**src/rtl/acc_alu_flag.sv**
```systemverilog
module acc_alu_flag #(
  parameter int W = 8
) (
  input  logic         clk,
  input  logic         rst_n,
  input  logic [3:0]   op_i,
  input  logic [W-1:0] acc_i,
  input  logic [W-1:0] opnd_i,
  input  logic [W-1:0] reg_i,
  output logic [W-1:0] acc_o,
  output logic [W-1:0] reg_o,
  output logic         flag_nx_o,
  output logic         flag_we_o,
  output logic         flag_o
);
  localparam logic [3:0] OP_NOP = 4'd0, OP_ADD = 4'd1, OP_SUB = 4'd2,
    OP_AND = 4'd3, OP_OR = 4'd4, OP_XOR = 4'd5, OP_NOT = 4'd6,
    OP_INC = 4'd7, OP_DEC = 4'd8, OP_EQ = 4'd9, OP_LT = 4'd10,
    OP_LE = 4'd11, OP_GT = 4'd12, OP_GE = 4'd13, OP_MOV = 4'd14,
    OP_CLR = 4'd15;

  logic [W-1:0] sum, diff, rinc, rdec;
  logic         lt, eq;

  assign sum  = acc_i + opnd_i;
  assign diff = acc_i - opnd_i;
  assign rinc = reg_i + 1'b1;
  assign rdec = reg_i - 1'b1;
  assign lt   = acc_i < opnd_i;
  assign eq   = acc_i == opnd_i;

  always_comb begin
    acc_o     = acc_i;
    reg_o     = reg_i;
    flag_nx_o = 1'b0;
    flag_we_o = 1'b0;
    case (op_i)
      OP_ADD: begin acc_o = sum;  flag_we_o = 1'b1; flag_nx_o = ~|sum;  end
      OP_SUB: begin acc_o = diff; flag_we_o = 1'b1; flag_nx_o = ~|diff; end
      OP_AND: acc_o = acc_i & opnd_i;
      OP_OR:  acc_o = acc_i | opnd_i;
      OP_XOR: acc_o = acc_i ^ opnd_i;
      OP_NOT: acc_o = ~acc_i;
      OP_INC: begin reg_o = rinc; flag_we_o = 1'b1; flag_nx_o = ~|rinc; end
      OP_DEC: begin reg_o = rdec; flag_we_o = 1'b1; flag_nx_o = ~|rdec; end
      OP_EQ:  begin flag_we_o = 1'b1; flag_nx_o = eq;        end
      OP_LT:  begin flag_we_o = 1'b1; flag_nx_o = lt;        end
      OP_LE:  begin flag_we_o = 1'b1; flag_nx_o = lt | eq;   end
      OP_GT:  begin flag_we_o = 1'b1; flag_nx_o = ~(lt | eq); end
      OP_GE:  begin flag_we_o = 1'b1; flag_nx_o = ~lt;       end
      OP_MOV: acc_o = opnd_i;
      OP_CLR: reg_o = '0;
      default: ;
    endcase
  end

  always_ff @(posedge clk or negedge rst_n)
    if (!rst_n)         flag_o <= 1'b0;
    else if (flag_we_o) flag_o <= flag_nx_o;


  cmp_keeps_acc_chk: assert property (@(posedge clk) disable iff (!rst_n)
    (op_i >= OP_EQ && op_i <= OP_GE) |-> (acc_o == acc_i && flag_we_o));

  cmp_unsigned_chk: assert property (@(posedge clk) disable iff (!rst_n)
    (op_i == OP_LT && acc_i[W-1] && !opnd_i[W-1]) |-> !flag_nx_o);

  zero_flag_chk: assert property (@(posedge clk) disable iff (!rst_n)
    (op_i == OP_ADD || op_i == OP_SUB) |-> (flag_nx_o == (acc_o == '0)));

  dec_wrap_chk: assert property (@(posedge clk) disable iff (!rst_n)
    (op_i == OP_DEC && reg_i == '0) |-> (reg_o == '1 && !flag_nx_o));

  flag_hold_chk: assert property (@(posedge clk) disable iff (!rst_n)
    !flag_we_o |=> $stable(flag_o));

  flag_load_chk: assert property (@(posedge clk) disable iff (!rst_n)
    flag_we_o |=> (flag_o == $past(flag_nx_o)));
endmodule

```
**config.mk**
```make
export PLATFORM = sky130hd
export DESIGN_NAME = acc_alu_flag
export DESIGN_NICKNAME = d
export VERILOG_FILES = /design/src/rtl/acc_alu_flag.sv
export SDC_FILE = /design/constraint.sdc
export NUM_CORES = 1
export LEC_CHECK = 0
export BUFFER_PORTS_ARGS = -buffer_cell sky130_fd_sc_hd__buf_2
export CELL_PAD_IN_SITES_DETAIL_PLACEMENT = 1
export CELL_PAD_IN_SITES_GLOBAL_PLACEMENT = 1
export CORE_MARGIN = 2
export CORE_UTILIZATION = 34
export CTS_CLUSTER_DIAMETER = 60
export DETAILED_ROUTE_END_ITERATION = 8
export GPL_TIMING_DRIVEN = 0
export PLACE_DENSITY_LB_ADDON = 0.2
export RECOVER_POWER = 25
export SKIP_CTS_REPAIR_TIMING = 1
export SYNTH_ARGS = -nofsm -noshare
export SYNTH_HDL_FRONTEND = slang
export SYNTH_SLANG_ARGS = --single-unit
```
**constraint.sdc**
```tcl
create_clock -name clk -period 3.37 [get_ports clk]
set_input_delay 0.674 -clock clk [delete_from_list [all_inputs] [get_ports clk]]
set_output_delay 0.674 -clock clk [all_outputs]
set_load 0.02 [all_outputs]
```
==> results of run 1 <==
==> synthesized netlist by cell type, drive strengths merged, types with 2 or more instances <==
cell	count	share of area, %
a211oi	3	1.1
a21oi	34	8.3
a221o	3	1.4
a221oi	3	1.5
a22oi	5	1.8
a2bb2oi	2	0.82
a31oi	2	0.59
a32oi	3	1.2
and2	2	0.59
and3	6	1.8
buf	16	5.3
clkbuf	7	1.4
fa	2	1.9
ha	28	16
inv	25	4.4
mux2i	3	1.4
nand2	24	4.6
nand2b	7	2.4
nand3	11	2.6
nor2	18	3.3
nor2b	9	3.0
nor3	12	4.1
nor4	4	1.5
o211ai	2	0.71
o21a	2	0.71
o21ai	18	4.2
o21bai	3	1.2
o221ai	4	1.6
o22a	2	0.82
o22ai	5	1.5
o31ai	5	1.8
or3	3	1.6
xnor2	14	5.8
xor2	6	2.5
==> layer usage <==
| metal | vias up | GRT usage [%] | routed length, um |
|---|---|---|---|
| li1 | 1212 | - | - |
| met1 | 1252 | 29.61 | 3498 |
| met2 | 95 | 37.10 | 3965 |
| met3 | 18 | 1.690 | 498 |
| met4 | 0 | 3.875 | 174 |
| met5 | - | 0 | 0 |
==> worst register-to-register path, delay by kind of cell, from the launching register on <==
family                 cells  cell delay (ps)
AO/OA/AOI/OAI              1               80
flip-flops                 1              350
buffers and inverters      1               50
==> final timing paths <==
| path | startpoint | to | slack [ps] | depth (start not counted) |
|---|---|---|---|---|
| hold reg to reg | flag_o | flag_o | 550 | 2 |
| max in group asynchronous | rst_n | flag_o | 2840 | 1 |
| setup reg to reg | flag_o | flag_o | 2740 | 2 |
| setup / recovery | acc_i[6] | acc_o[7] | 20 | 10 |
| min in group clk | flag_o | flag_o | 550 | 2 |
| hold / removal | rst_n | flag_o | 450 | 1 |
==> through the flow <==
stage | std cells | util [%] | setup TNS, ps | area (sq um) | hold WS (ps)
6_report | 433 | 45.55 | 0 | 2729 | 449.4
5_1_grt | 433 | 45.55 | -141.7 | 2729 | 456.5
3_5_place_dp | 423 | 40.60 | -313.8 | 2432 | 452.1
4_1_cts | 423 | 40.60 | -343.8 | 2432 | 451.0
3_3_place_gp | 423 | 40.60 | -201.5 | 2432 | 447.9
2_1_floorplan | 306 | - | 0 | 2128 | 378.4
==> power by group through the flow <==
stage / Clock (mW) / Combinational, mW / Sequential, mW
3_3_place_gp: 0 / 0.380 / 0.0145
4_1_cts: 0 / 0.387 / 0.0145
2_1_floorplan: 0 / 0.268 / 0.0165
6_report: 0 / 0.459 / 0.0144
5_1_grt: 0 / 0.495 / 0.0146
3_5_place_dp: 0 / 0.385 / 0.0144
==> area by class of cell <==
cell class / instances / area [sq um]
timing repair buffer: 53 / 322.8
tap: 75 / 93.84
sequential: 1 / 25.02
buffer: 22 / 152.6
fill: 777 / 3262
inverter: 25 / 98.84
multi-input combinational: 257 / 2036
==> cell families (layout without fill, tap and decap cells) <==
group,Yosys count,in the layout,share of synthesized area (%)
AO/OA/AOI/OAI,103,103,32.28
AND/OR/NAND/NOR,101,101,27.46
buffers and inverters,48,100,11.11
adder cells (fa/ha/maj),30,30,18.34
XOR/XNOR,20,20,8.231
multiplexers,3,3,1.411
flip-flops,1,1,1.176
==> cells in the final DEF (no fill, tap or decap), types with 4 or more instances in the layout <==
cell,instances
buf_6,6
xor2_1,6
a21oi_1,29
o22ai_1,5
clkbuf_1,5
inv_2,7
ha_1,22
buf_2,39
nand2b_1,6
buf_4,18
and3_1,4
o221ai_1,4
o21ai_1,4
a22oi_1,5
nor2_1,17
a21oi_2,4
o21ai_0,13
nand2_1,21
nand3_1,11
inv_1,16
ha_4,5
nor3_1,8
nor2b_1,7
xnor2_1,13
==> results.cfg, run 1 <==
[timing]
slew_headroom_pct = 58.12
rsz0062_at_grt = true
slew_viol_final = 0
finalSetupViolCount = 0
final.min_clock_period_ps = 3345
layout_setup_ws_ps = 24.92
skew_ps = 0
post-route-period-util_pct = 99.26
worstMarginPinSlew_ps = 628.2
finalHoldViolations = 0
fmax_ghz = 0.2989

[synth]
synth.avg_cell_area_sq_um = 6.955
synth_area_sq_mm = 0.002128
synth_flop_cell = dfrtp_1
ys_seq_elements = 1
synth_cell_types = 64
synth_edf_count = 0
syn_nets = 366
netlist_instances = 306
seq_area_frac_synth_pct = 1.176
async_flop_share_pct = 100.0
yosysWarnings = 0

[power_and_ir_drop]
clockPowerShare_pct = 0
switching_share_pct = 57.91
p_leak_nw = 1.161
ir_drop_mv = 0.07930
p_int_mw = 0.1993
power_switching_mw = 0.2742
power-per-cell-area_mw_per_mm2 = 173.5
seq_power_share_pct = 3.0
power_mw = 0.4736
combPwrFrac_pct = 97.0

[route]
drtPass1Iterations = 4
drt-initial-drc-count = 164
drt-total-wl_mm = 8.136
post_drt_wl_per_cell_um = 18.79
ant_nets = 0
vias = 2577
detail_route.vias_per_cell = 5.952
drcViolationCount = 0

[worst_setup_path]
cpPeakStageDelay_ps = 350
crit_arrival_ps = 2670
cp-end-kind = output port
start_kind = primary input
crit_path_max_fanout = 7
crit_family = compound AO/OA/AOI/OAI gates
crit_type = in2out
crit_required_ps = 2700
cp.buffers_inverters = 3
critPathSlowestCell = ha_2
crit_path_cell_trace = buf_2 > inv_1 > ha_2 > a2111oi_2 > o31ai_1 > o21ai_0 > xor2_1 > o221ai_1 > a2bb2oi_1 > buf_4

[placed_design]
portBuffers = 42
pre_cts_slack_ps = -196.6
gp_congestion = 0.8436
dp_hpwl_mm = 5.998

[run_status]
status = finished, final reports clean

[worst_hold_path]
hold_class = in2async

[global_routing]
grt_max_degree = 11
grt_pass1_vias = 2504
gr-total-overflow = 0
grt_pass1_wl_mm = 12.67
antenna_found_initial = 0
track_usage_pct = 21.56

[final_layout]
diodes = 0
regMostFlops = flag_o
syn_to_final_growth_pct = 28.22
drive_above_1_share_pct = 33.52
finalNetCount = 420
largest_reg_flops = 1
top_regs = flag_o: 1 flops

[die]
fp.dieH_um = 83.12
row_count = 28
fp.dieW_um = 83.12
dieArea_sq_mm = 0.006909
floorplan.initialDensity_pct = 35.53
ioPinCount = 49
core_sq_mm = 0.005991

[clock_network]
clk_transition_reported_paths_ps = 0
clk_latency_ps = 0

[run]
cap_violations = 0
No activity file was read; power rests on OpenSTA's default activity.
==> run 2, diff against run 1 <==
--- a/config.mk
+++ b/config.mk
@@ -5,9 +5,11 @@
 export SDC_FILE = /design/constraint.sdc
 export NUM_CORES = 1
 export LEC_CHECK = 0
+export ABC_AREA = 1
 export BUFFER_PORTS_ARGS = -buffer_cell sky130_fd_sc_hd__buf_2
 export CELL_PAD_IN_SITES_DETAIL_PLACEMENT = 1
 export CELL_PAD_IN_SITES_GLOBAL_PLACEMENT = 1
+export CORE_ASPECT_RATIO = 1.1
 export CORE_MARGIN = 2
 export CORE_UTILIZATION = 34
 export CTS_CLUSTER_DIAMETER = 60
==> run 2 against run 1 <==
Sequential power barely moved; sequential share of layout area grew 0.13 points; final area fell by 13%; critical path depth is the same; clock skew did not move; highest routed layer unchanged; global-route usage increased by 1.5 points; critical path type unchanged.
==> results.cfg, run 2 <==
[synth]
yosysMostFrequentCell = nand2_1
yosys-mux-area-fraction_pct = 0
synth_cell_types = 34
synthAdderAreaFrac_pct = 19.02
yosysWarnings = 0
synth_compound_area_share_pct = 16.89
yosys-top-cells-count = nand2_1 (116), inv_1 (62), nor2_1 (43)
netlist_instances = 380
seq_area_frac_synth_pct = 1.220
synthSimpleGateAreaFrac_pct = 46.10
synth_edf_count = 0
synth_top_area_cell = nand2_1
synth_area_sq_mm = 0.002052
synth.area.top_cells = nand2_1 (21%), ha_1 (17%), inv_1 (11%)
yosys.area.top_type_share_pct = 21.22
syn_nets = 440
synth_flop_cell = dfrtp_1
ys_seq_elements = 1
async_flop_share_pct = 100.0
synth.avg_cell_area_sq_um = 5.400
synth_top_family_by_area = simple AND/OR/NAND/NOR gates
synth-xor-area-share_pct = 3.415

[route]
drt-initial-drc-count = 93
drtPass1Iterations = 4
post_drt_wl_per_cell_um = 14.92
drcViolationCount = 0
vias = 2646
ant_nets = 0
detail_route.vias_per_cell = 5.260
drt-total-wl_mm = 7.505

[final_layout]
drive_above_1_share_pct = 14.55
finalNetCount = 488
syn_to_final_growth_pct = 16.28
layout_commonest_cell = nand2_1
regMostFlops = flag_o
finalNonFillerCells = 503
fill_cells = 874
largest_reg_flops = 1
fin_area_sq_mm = 0.002386
diodes = 0
final_cell_mix = nand2_1 (116), inv_1 (62), buf_2 (48), nor2_1 (43), nand3_1 (35)
top_regs = flag_o: 1 flops

[global_routing]
grt_pass1_vias = 2638
antenna_found_initial = 0
grt_pass1_wl_mm = 12.63
track_usage_pct = 23.05
gr-total-overflow = 0
grt_max_degree = 11

[worst_setup_path]
worstRegToRegCells = 2
crit_path_max_fanout = 4
r2r_setup_slack_ps = 2700
crit_family = adder cells
critPathSlowestCell = fa_1
crit_path_cell_trace = buf_2 > ha_1 > fa_1 > xor2_1 > nor2_1 > nand3_1 > nor2_1 > nand3_1 > nand3_1 > buf_2
cp-end-kind = output port
worstReg2RegEnd = flag_o
start_kind = primary input
crit_arrival_ps = 2530
cpPeakStageDelay_ps = 470
timing.critical_path.mode_cell = nand3_1
cp.buffers_inverters = 2
r2r_start = flag_o
crit_type = in2out
crit_required_ps = 2700

[die]
floorplan.initialDensity_pct = 35.34
fp.dieH_um = 85.48
ioPinCount = 49
core_sq_mm = 0.005806
dieArea_sq_mm = 0.006673
fp.dieW_um = 78.07
row_count = 29

[timing]
slew_viol_final = 0
post-route-period-util_pct = 95.12
finalSetupTns_ps = 0
worstMarginPinSlew_ps = 438.3
slew_headroom_pct = 70.67
skew_ps = 0
finalSetupViolCount = 0
finalHoldViolations = 0
final.min_clock_period_ps = 3206
layout_setup_ws_ps = 164.3
fmax_ghz = 0.3119

[run]
cap_violations = 0

[placed_design]
pre_cts_slack_ps = 142.0
place_inst = 503
dp_hpwl_mm = 6.285
placed_cell_area_sq_mm = 0.002379
gp_congestion = 0.8808
portBuffers = 46

[power_and_ir_drop]
power_mw = 0.3697
power-per-cell-area_mw_per_mm2 = 154.9
ir_drop_mv = 0.07697
p_leak_nw = 1.351

[clock_network]
clk_transition_reported_paths_ps = 0
clk_latency_ps = 0

[run_status]
status = finished, final reports clean

[worst_hold_path]
hold_class = in2async
[run 2: changes by cell type after synthesis, moves of 8 or more]
cell / change
nor2b_1: -8
nor2_1: +26
xnor2_1: -12
nand4_1: +8
a21oi_1: -18
inv_1: +39
nand3_1: +24
nand2_1: +95
o211ai_1: +8
[run 2: per-stage QoR]
step           hold slack [ps]  utilization [%]
6_report                 448.3            41.10
5_1_grt                  450.3            41.10
4_1_cts                  449.3            40.97
3_5_place_dp             449.6            40.97
3_3_place_gp             448.2            40.97
2_1_floorplan            378.4                -
[run 2: report_power, final]
part           leakage, nW  internal, mW  total [mW]  switching (mW)
registers           0.0132        0.0138      0.0145        0.000779
logic                 1.34         0.116       0.355           0.239
clock network            0             0           0               0
[run 2: layout make-up]
type	count	area [sq um]	share of cell area (%)
inverter	64	240.2	10.07
sequential	1	25.02	1.049
timing repair buffer	46	227.7	9.544
buffer	7	36.28	1.521
tap	77	96.34	4.038
multi-input combinational	308	1760	73.78
[run 2: worst register-to-register path, stage by stage, from the launching register on]
cell and delay, ps:
dfrtp_1 360, nand3_1 80, nand4_1 100
[run 2: metal layers]
metal  track usage [%]  up-vias  wire [um]  share of wire [%]
met4             5.423        0        183                2.4
met5                 0        -          0                  0
li1                  -     1330          -                  -
met3            0.3191       17        232                3.1
met2             44.98       62       3948                 53
met1             27.81     1237       3141                 42
[run 2: how the worst max path moves through the flow]
stage,start,end,slack [ps],cells past startpoint
after global routing,acc_i[5],flag_nx_o,-10,13
after CTS,acc_i[3],flag_nx_o,130,16
final,acc_i[0],flag_nx_o,160,10
after detailed placement,acc_i[3],flag_nx_o,140,16
after floorplan,acc_i[0],flag_nx_o,610,9
after global placement,acc_i[3],flag_nx_o,150,16
[run 2: cell families (layout without fill, tap and decap cells)]
| group | Yosys count | in the layout |
|---|---|---|
| DFF | 1 | 1 |
| AOI/OAI and AO/OA | 53 | 53 |
| buffers and inverters | 71 | 117 |
| adders and majority gates | 30 | 30 |
| and+or+nand+nor | 217 | 217 |
| xor gates and xnor gates | 8 | 8 |
